### src/rtl/rx_tap_tuner.sv
module rx_tap_tuner #(
  parameter int TAP_W = 5
) (
  input  logic             clk,
  input  logic             rst_n,
  input  logic             start,
  input  logic             trial_valid,
  input  logic             trial_pass,
  output logic             trial_req,
  output logic [TAP_W-1:0] tap_sel,
  output logic             chg_win,
  output logic             dly_en,
  output logic             busy,
  output logic             done,
  output logic [TAP_W-1:0] result_tap,
  output logic             degenerate
);
  localparam int NTAPS = 1 << TAP_W;
  localparam int CNT_W = TAP_W + 1;
  localparam logic [TAP_W-1:0] LAST_TAP = TAP_W'(NTAPS - 1);
  localparam logic [CNT_W-1:0] FULL_CNT = CNT_W'(NTAPS);

  typedef enum logic [2:0] {
    S_IDLE, S_OPEN, S_WRITE, S_CLOSE, S_TRIAL, S_CALC
  } state_t;

  state_t           state;
  logic [TAP_W-1:0] cur_tap;
  logic [TAP_W-1:0] target;
  logic [TAP_W-1:0] win_start;
  logic [CNT_W-1:0] fail_cnt;
  logic             prev_pass;
  logic             final_ph;

  logic [CNT_W-1:0] pass_len;
  logic [CNT_W-1:0] half_len;
  logic [TAP_W-1:0] centre;
  logic             accept;

  assign pass_len = FULL_CNT - fail_cnt;
  assign half_len = pass_len >> 1;
  assign centre   = win_start + half_len[TAP_W-1:0];
  assign accept   = trial_req && trial_valid;

  always_ff @(posedge clk) begin
    if (!rst_n) begin
      state      <= S_IDLE;
      cur_tap    <= '0;
      target     <= '0;
      win_start  <= '0;
      fail_cnt   <= '0;
      prev_pass  <= 1'b1;
      final_ph   <= 1'b0;
      trial_req  <= 1'b0;
      tap_sel    <= '0;
      chg_win    <= 1'b0;
      dly_en     <= 1'b0;
      busy       <= 1'b0;
      done       <= 1'b0;
      result_tap <= '0;
      degenerate <= 1'b0;
    end else begin
      case (state)
        S_IDLE: if (start) begin
          busy       <= 1'b1;
          done       <= 1'b0;
          degenerate <= 1'b0;
          dly_en     <= 1'b1;
          cur_tap    <= '0;
          target     <= '0;
          win_start  <= '0;
          fail_cnt   <= '0;
          prev_pass  <= 1'b1;
          final_ph   <= 1'b0;
          state      <= S_OPEN;
        end
        S_OPEN: begin
          chg_win <= 1'b1;
          state   <= S_WRITE;
        end
        S_WRITE: begin
          tap_sel <= target;
          state   <= S_CLOSE;
        end
        S_CLOSE: begin
          chg_win <= 1'b0;
          if (final_ph) begin
            busy       <= 1'b0;
            done       <= 1'b1;
            result_tap <= target;
            degenerate <= (fail_cnt == '0) || (fail_cnt == FULL_CNT);
            state      <= S_IDLE;
          end else begin
            trial_req <= 1'b1;
            state     <= S_TRIAL;
          end
        end
        S_TRIAL: if (accept) begin
          trial_req <= 1'b0;
          prev_pass <= trial_pass;
          if (trial_pass && !prev_pass) win_start <= cur_tap;
          if (!trial_pass) fail_cnt <= fail_cnt + 1'b1;
          if (cur_tap == LAST_TAP) begin
            state <= S_CALC;
          end else begin
            cur_tap <= cur_tap + 1'b1;
            target  <= cur_tap + 1'b1;
            state   <= S_OPEN;
          end
        end
        S_CALC: begin
          target   <= centre;
          final_ph <= 1'b1;
          state    <= S_OPEN;
        end
        default: state <= S_IDLE;
      endcase
    end
  end
endmodule

### config.mk
export PLATFORM = sky130hd
export DESIGN_NAME = rx_tap_tuner
export DESIGN_NICKNAME = d
export VERILOG_FILES = /design/src/rtl/rx_tap_tuner.sv
export SDC_FILE = /design/constraint.sdc
export NUM_CORES = 1
export LEC_CHECK = 0
export ABC_CLOCK_PERIOD_IN_PS = 5100
export CORE_MARGIN = 4
export CORE_UTILIZATION = 61
export DETAILED_ROUTE_END_ITERATION = 6
export GPL_ROUTABILITY_DRIVEN = 0
export PLACE_DENSITY = 0.84
export SLEW_MARGIN = 20
export SYNTH_ARGS = -nofsm -noshare
export SYNTH_HDL_FRONTEND = slang
export SYNTH_SLANG_ARGS = --single-unit
export TNS_END_PERCENT = 20
### constraint.sdc
create_clock -name clk -period 5.1 [get_ports clk]
set_clock_uncertainty 0.2 [all_clocks]
set_input_delay 1.02 -clock clk [delete_from_list [all_inputs] [get_ports clk]]
set_output_delay 1.02 -clock clk [all_outputs]
set_load 0.02 [all_outputs]
==> flow_summary.yaml, run 1 <==
power:
  power_leakage_nw: 0.9553
  power.sequential.fraction_pct: 48.9
  pwr_density_cell_nw_per_um2: 285.7
  swShare_pct: 26.84
  share_clk_of_total_power_pct: 35.6
  intPower_mw: 0.5369
  power.combinational.fraction_pct: 15.5
  vdd_drop_max_uv: 226.8
  psw_mw: 0.1969
synthesis:
  synth_largest_type_area_fraction_pct: 37.27
  synth_area_per_cell_sq_um: 9.133
  synth_xor_area_share_pct: 3.494
  area_contributors_post_synth: "sky130_fd_sc_hd__dfxtp_1, sky130_fd_sc_hd__a21boi_1, sky130_fd_sc_hd__ha_1"
  most_instantiated_flip_flop_cell_in_the_synthesis_netlist: "sky130_fd_sc_hd__dfxtp_1"
  yosys.cell_types.count: 52
  synth_seq_area_share_pct: 37.27
  post_synth_and_or_nand_nor_area_fraction_pct: 24.74
  synthAdderAreaFrac_pct: 5.324
  synthArstFlopShare_pct: 0
  count_of_flip_flops_with_a_built_in_enable_after_synthesis: 0
  synthesis_warnings: 0
  post_synthesis_register_bit_count: 42
  synth_cells: 247
  mappedNetlistNets: 261
  most_area_hungry_cell_type_in_the_yosys_netlist: "sky130_fd_sc_hd__dfxtp_1"
  synth_common_cells: "sky130_fd_sc_hd__dfxtp_1, sky130_fd_sc_hd__nand2_1, sky130_fd_sc_hd__nand3_1"
  yosys.cell_count.top_type: "sky130_fd_sc_hd__dfxtp_1"
  netlist_area_sq_um: 2256
  share_of_the_synthesized_area_in_compound_gates_ao_oa_aoi_oai_pct: 21.91
  combinational_family_with_the_most_area_after_synthesis: "simple AND/OR/NAND/NOR gates"
  synthMuxAreaShare_pct: 2.662
timing:
  totalNegativeSetupSlack_ns: 0
  finalWorstPathRequiredPeriod_ns: 2.699
  setup_repair_after_global_routing_missed_its_margin: "false"
  final_max_slew_viol_count: 0
  max-slew-margin-rel_pct: 49.97
  measured_slew_at_the_worst_slew_check_pin_ns: 0.7471
  holdWs_ns: 0.2557
  number_of_hold_violations_in_the_final_report: 0
  achievable_freq_mhz: 370.5
  fin_crit_sh_pct: 52.92
  setup_violations: 0
  fin_ws_ns: 2.401
grt:
  grt_max_degree: 33
  global_route_wire_length_before_repair_um: 7997
  first_global_vias: 1754
  grt_antenna_before_repair: 0
  gr-total-overflow: 0
  grt_usage_pct: 22.84
  use_met1_pct: 28.90
  grt_util_met3_pct: 5.186
  met2_usage_pct: 36.83
  grt.busiest_layer: "met2"
critical_path:
  worstSetupEndpointType: "flip-flop"
  critical_path_arrival_ns: 2.72
  critical_path.most_common_cell: "sky130_fd_sc_hd__nand3_1"
  r2r.worst_path.cells: 7
  cp_cell_instances: "clkdlybuf4s50_1 -> nand3_1 -> a221oi_4 -> nand3_1 -> a21boi_1"
  worst_setup_path_startpoint: "trial_valid"
  worstPathRequired_ns: 5.12
  timing.critical_path.fanout_max: 10
  r2r_setup_slack_ns: 2.54
  setup.worst_path.class: "input pin to flip-flop"
  critPathLaunchType: "input pin"
  rr_endpoint: "target[3]$_SDFFE_PN0P_"
  worst_r2r_startpoint: "cur_tap[0]$_SDFFE_PN0P_"
  critical_path.slowest_cell: "sky130_fd_sc_hd__clkdlybuf4s50_1"
  critPathMaxStageDelay_ns: 0.57
detailed_routing:
  post_drt_via_cell_ratio: 5.949
  drcViolationCount: 0
  drt_first_iter_violations: 102
  ant_nets: 0
  totalWireLength_um: 4723
  drt-pass1-iter-count: 4
  vias: 1850
  avgRoutedWirePerCell_um: 15.19
place:
  place_hpwl_um: 3389
  port_buffers: 20
  worst_setup_slack_post_dpl_ns: 2.117
floorplanning:
  floorplan.die.height_um: 68.81
  initial_utilization_pct: 65.54
  floorplan.io_pins: 21
  die_width_um: 68.81
  placementRows: 21
  die-area_sq_um: 4735
  floorplan.core_area_sq_um: 3442
job:
  drv.max_cap_violation_count: 0
clocking:
  cts.htree.levels: 2
  worst_setup_hold_path_clk_slew_ns: 0.08
  max-clock-path-buffers: 2
  cts_sinks: 42
  holdBufCountCts: 0
  cts_tree: "built"
  clock-root-buffer: "sky130_fd_sc_hd__clkbuf_8"
  postCtsResizedCells: 0
  cts_buffers: 5
  cts_setup_buffers: 0
  insertion_delay_ns: 0.29
final_layout:
  nFillCells: 269
  antenna_cells_inserted: 0
  syn2layout_area_growth_pct: 13.87
  layout-drive-gt1-share_pct: 6.415
  layout.nets: 278
hold_path:
  worst_hold_endpoint: "done$_SDFFE_PN0P_"
  hp-class: "flip-flop to flip-flop"
  min_delay_src: "done$_SDFFE_PN0P_"
  min_path_cells: 2
status:
  outcome: "completed"
[registers in the layout (all words and copies together), names as in the netlist]
name,flops
busy,1
state,3
cur_tap,5
trial_req,1
win_start,5
final_ph,1
chg_win,1
degenerate,1
prev_pass,1
tap_sel,5
done,1
dly_en,1
fail_cnt,6
target,5
result_tap,5
[metal layers]
| layer | wire length, um | share of wire (%) |
|---|---|---|
| met1 | 2229 | 47 |
| met2 | 2153 | 46 |
| met3 | 222 | 4.7 |
| met4 | 117 | 2.5 |
| met5 | 0 | 0 |
[logic make-up (layout without fill, tap and decap cells)]
kind of cell / Yosys count / after routing
AO/OA/AOI/OAI: 60 / 60
buffers and inverters: 22 / 40
flip-flops: 42 / 42
AND/OR/NAND/NOR: 99 / 99
XOR/XNOR: 9 / 9
multiplexers: 6 / 6
adder cells (fa/ha/maj): 9 / 9
[per-stage QoR]
stage | std cells | util, % | total power, mW | cell area (sq um)
2_1_floorplan | 247 | - | 0.4494 | 2256
3_3_place_gp | 303 | 71.43 | 0.4771 | 2459
3_5_place_dp | 303 | 71.43 | 0.4787 | 2459
4_1_cts | 311 | 74.63 | 0.7361 | 2569
5_1_grt | 311 | 74.63 | 0.7643 | 2569
6_report | 311 | 74.63 | 0.7338 | 2569
[final cells by class]
cell class | instances | area, sq um | area share [%]
multi-input cells | 183 | 1311 | 51.05
flip-flops and latches | 42 | 840.8 | 32.73
repair buffers | 21 | 207.7 | 8.086
clock buffers | 6 | 72.57 | 2.825
well taps | 46 | 57.56 | 2.241
inverters | 11 | 41.29 | 1.607
clock inverters | 2 | 37.54 | 1.461
[power by group through the flow]
| stage | registers [mW] | logic (mW) | clock network [mW] |
|---|---|---|---|
| after floorplan | 0.361 | 0.0881 | 0 |
| after global placement | 0.366 | 0.111 | 0 |
| after detailed placement | 0.366 | 0.112 | 0 |
| after CTS | 0.359 | 0.114 | 0.264 |
| after global routing | 0.361 | 0.125 | 0.278 |
| final | 0.359 | 0.114 | 0.261 |
[cell usage in the layout, fill, tap and decap left out, types with 6 or more instances in the layout]
| cell type | n |
|---|---|
| sky130_fd_sc_hd__a21boi_1 | 14 |
| sky130_fd_sc_hd__nand3_1 | 15 |
| sky130_fd_sc_hd__nand2_1 | 25 |
| sky130_fd_sc_hd__nor2b_1 | 13 |
| sky130_fd_sc_hd__nor2_1 | 7 |
| sky130_fd_sc_hd__inv_1 | 11 |
| sky130_fd_sc_hd__nand2b_1 | 8 |
| sky130_fd_sc_hd__clkdlybuf4s50_1 | 20 |
| sky130_fd_sc_hd__dfxtp_1 | 42 |
| sky130_fd_sc_hd__a21oi_1 | 12 |
| sky130_fd_sc_hd__mux2i_1 | 6 |
| sky130_fd_sc_hd__ha_1 | 8 |
| sky130_fd_sc_hd__and3_1 | 8 |
| sky130_fd_sc_hd__o211a_1 | 6 |
[worst max-delay path by stage]
stage	end	slack, ns	cells past startpoint
CTS	target[3]$_SDFFE_PN0P_	2.43	5
detailed placement	target[3]$_SDFFE_PN0P_	2.12	5
floorplan	target[3]$_SDFFE_PN0P_	2.81	7
global route	win_start[3]$_SDFFE_PN0P_	2.26	5
global placement	target[3]$_SDFFE_PN0P_	2.14	5
finish	win_start[3]$_SDFFE_PN0P_	2.40	5
[critical path, delay by kind of cell]
kind	cells	cell delay, ns
AOI/OAI and AO/OA	2	0.74
buffers and inverters	1	0.57
and+or+nand+nor	2	0.38
Note: power is estimated with default switching activity, not from simulation.
==> run 2, diff against run 1 <==
--- a/config.mk
+++ b/config.mk
@@ -5,12 +5,12 @@
 export SDC_FILE = /design/constraint.sdc
 export NUM_CORES = 1
 export LEC_CHECK = 0
-export ABC_CLOCK_PERIOD_IN_PS = 5100
+export ABC_CLOCK_PERIOD_IN_PS = 2700
 export CORE_MARGIN = 4
-export CORE_UTILIZATION = 61
+export CORE_UTILIZATION = 57
 export DETAILED_ROUTE_END_ITERATION = 6
 export GPL_ROUTABILITY_DRIVEN = 0
-export PLACE_DENSITY = 0.84
+export PLACE_DENSITY = 0.79
 export SLEW_MARGIN = 20
 export SYNTH_ARGS = -nofsm -noshare
 export SYNTH_HDL_FRONTEND = slang
==> constraint.sdc (replaced) <==
create_clock -name clk -period 2.7 [get_ports clk]
set_clock_uncertainty 0.2 [all_clocks]
set_input_delay 0.54 -clock clk [delete_from_list [all_inputs] [get_ports clk]]
set_output_delay 0.54 -clock clk [all_outputs]
set_load 0.02 [all_outputs]
==> run 2 against run 1 <==
Effect of this change: combinational power is 100% higher; first-iteration DRC count is 25% higher; die area is 6.2% higher; wire length is 0.47% lower; clock power is 46% higher; power is 74% higher; global-route usage is 3.2 points lower; critical path type is now flip-flop to flip-flop; critical endpoint is now target[4]$_SDFFE_PN0P_; highest routed layer unchanged.
==> flow_summary.yaml, run 2 (same netlist as run 1, synthesis figures left out) <==
final_layout:
  layout_commonest_cell: "sky130_fd_sc_hd__dfxtp_1"
  layout.nets: 283
  final-instance-count-excl-fill: 317
  antenna_cells_inserted: 0
  syn2layout_area_growth_pct: 14.25
  registers.top_by_ff_count: "fail_cnt"
  largest_reg_flops: 6
  finish.utilization_pct: 68.85
  final_cell_area_sq_um: 2577
  layout-drive-gt1-share_pct: 8.178
  mostFrequentLayoutCells: "sky130_fd_sc_hd__dfxtp_1, sky130_fd_sc_hd__nand2_1, sky130_fd_sc_hd__clkdlybuf4s50_1"
  nFillCells: 323
clocking:
  cts_sinks: 42
  cts_tree: "built"
  cts_setup_buffers: 0
  clock-root-buffer: "sky130_fd_sc_hd__clkbuf_8"
  max-clock-path-buffers: 2
  cts.htree.levels: 2
  holdBufCountCts: 0
  cts_buffers: 5
  worst_setup_hold_path_clk_slew_ns: 0.08
  insertion_delay_ns: 0.30
  postCtsResizedCells: 0
job:
  drv.max_cap_violation_count: 0
place:
  place_hpwl_um: 3442
  placed_cells_incl_taps: 310
  worst_setup_slack_post_dpl_ns: 0.1674
  port_buffers: 20
  area_post_placement_sq_um: 2499
floorplanning:
  floorplan.io_pins: 21
  die-area_sq_um: 5028
  initial_utilization_pct: 60.26
  floorplan.core_area_sq_um: 3744
  placementRows: 22
  die_width_um: 70.91
  floorplan.die.height_um: 70.91
timing:
  finalWorstPathRequiredPeriod_ns: 2.486
  max-slew-margin-rel_pct: 62.67
  fin_ws_ns: 0.2144
  fin_crit_sh_pct: 92.06
  achievable_freq_mhz: 402.3
  number_of_hold_violations_in_the_final_report: 0
  setup_repair_after_global_routing_missed_its_margin: "false"
  final_max_slew_viol_count: 0
  measured_slew_at_the_worst_slew_check_pin_ns: 0.5592
  totalNegativeSetupSlack_ns: 0
  setup_violations: 0
  holdWs_ns: 0.2554
detailed_routing:
  totalWireLength_um: 4701
  avgRoutedWirePerCell_um: 14.83
  ant_nets: 0
  post_drt_via_cell_ratio: 5.744
  drt-pass1-iter-count: 4
  drt_first_iter_violations: 127
  vias: 1821
  drcViolationCount: 0
critical_path:
  worstPathRequired_ns: 2.74
  critPathLaunchType: "flip-flop"
  critical_path_arrival_ns: 2.53
  worstSetupEndpointType: "flip-flop"
  timing.critical_path.fanout_max: 6
  setup.worst_path.class: "flip-flop to flip-flop"
grt:
  first_global_vias: 1696
  gr-total-overflow: 0
  grt_max_degree: 24
  global_route_wire_length_before_repair_um: 7990
  grt_usage_pct: 19.63
  grt_antenna_before_repair: 0
power:
  pwr_density_cell_nw_per_um2: 496.7
  p_total_mw: 1.280
  vdd_drop_max_uv: 358.4
  power_leakage_nw: 0.9727
status:
  outcome: "completed"
hold_path:
  hp-class: "flip-flop to flip-flop"
-- run 2: cell type report --
class                   instances  area, sq um  area share, %
repair buffers                 26        245.2          9.515
clock inverters                 2        10.01         0.3883
multi-input cells             183         1311          50.87
clock buffers                   5        68.82          2.670
well taps                      48        60.06          2.330
flip-flops and latches         42        840.8          32.62
inverters                      11        41.29          1.602
-- run 2: path summary, 6_finish.rpt --
kind / depth (start not counted) / to / slack [ns] / start
worst min-delay path: 2 / result_tap[4]$_SDFFE_PN0P_ / 0.26 / result_tap[4]$_SDFFE_PN0P_
worst max register to register: 9 / target[4]$_SDFFE_PN0P_ / 0.21 / fail_cnt[0]$_SDFFE_PN0P_
worst max-delay path: 9 / target[4]$_SDFFE_PN0P_ / 0.21 / fail_cnt[0]$_SDFFE_PN0P_
worst min register to register: 2 / result_tap[4]$_SDFFE_PN0P_ / 0.26 / result_tap[4]$_SDFFE_PN0P_
-- run 2: critical path: stages (launching register included) --
cell and delay, ns:
sky130_fd_sc_hd__dfxtp_1 0.44, sky130_fd_sc_hd__inv_1 0.07, sky130_fd_sc_hd__ha_1 0.22, sky130_fd_sc_hd__xnor2_1 0.22, sky130_fd_sc_hd__inv_1 0.09, sky130_fd_sc_hd__fa_1 0.43
sky130_fd_sc_hd__nor2b_1 0.11, sky130_fd_sc_hd__o21ai_0 0.12, sky130_fd_sc_hd__a2111o_1 0.44, sky130_fd_sc_hd__nand3_1 0.08
-- run 2: per-layer routing --
layer / routed length (um) / GRT usage (%)
met3: 119 / 3.409
met1: 2336 / 27.87
met2: 2183 / 30.69
met4: 61 / 5.637
met5: 0 / 0
-- run 2: where the power goes --
part	leakage [nW]	switching [mW]	internal [mW]
clock network	0.0438	0.209	0.174
registers	0.340	0.0290	0.640
logic	0.589	0.126	0.103
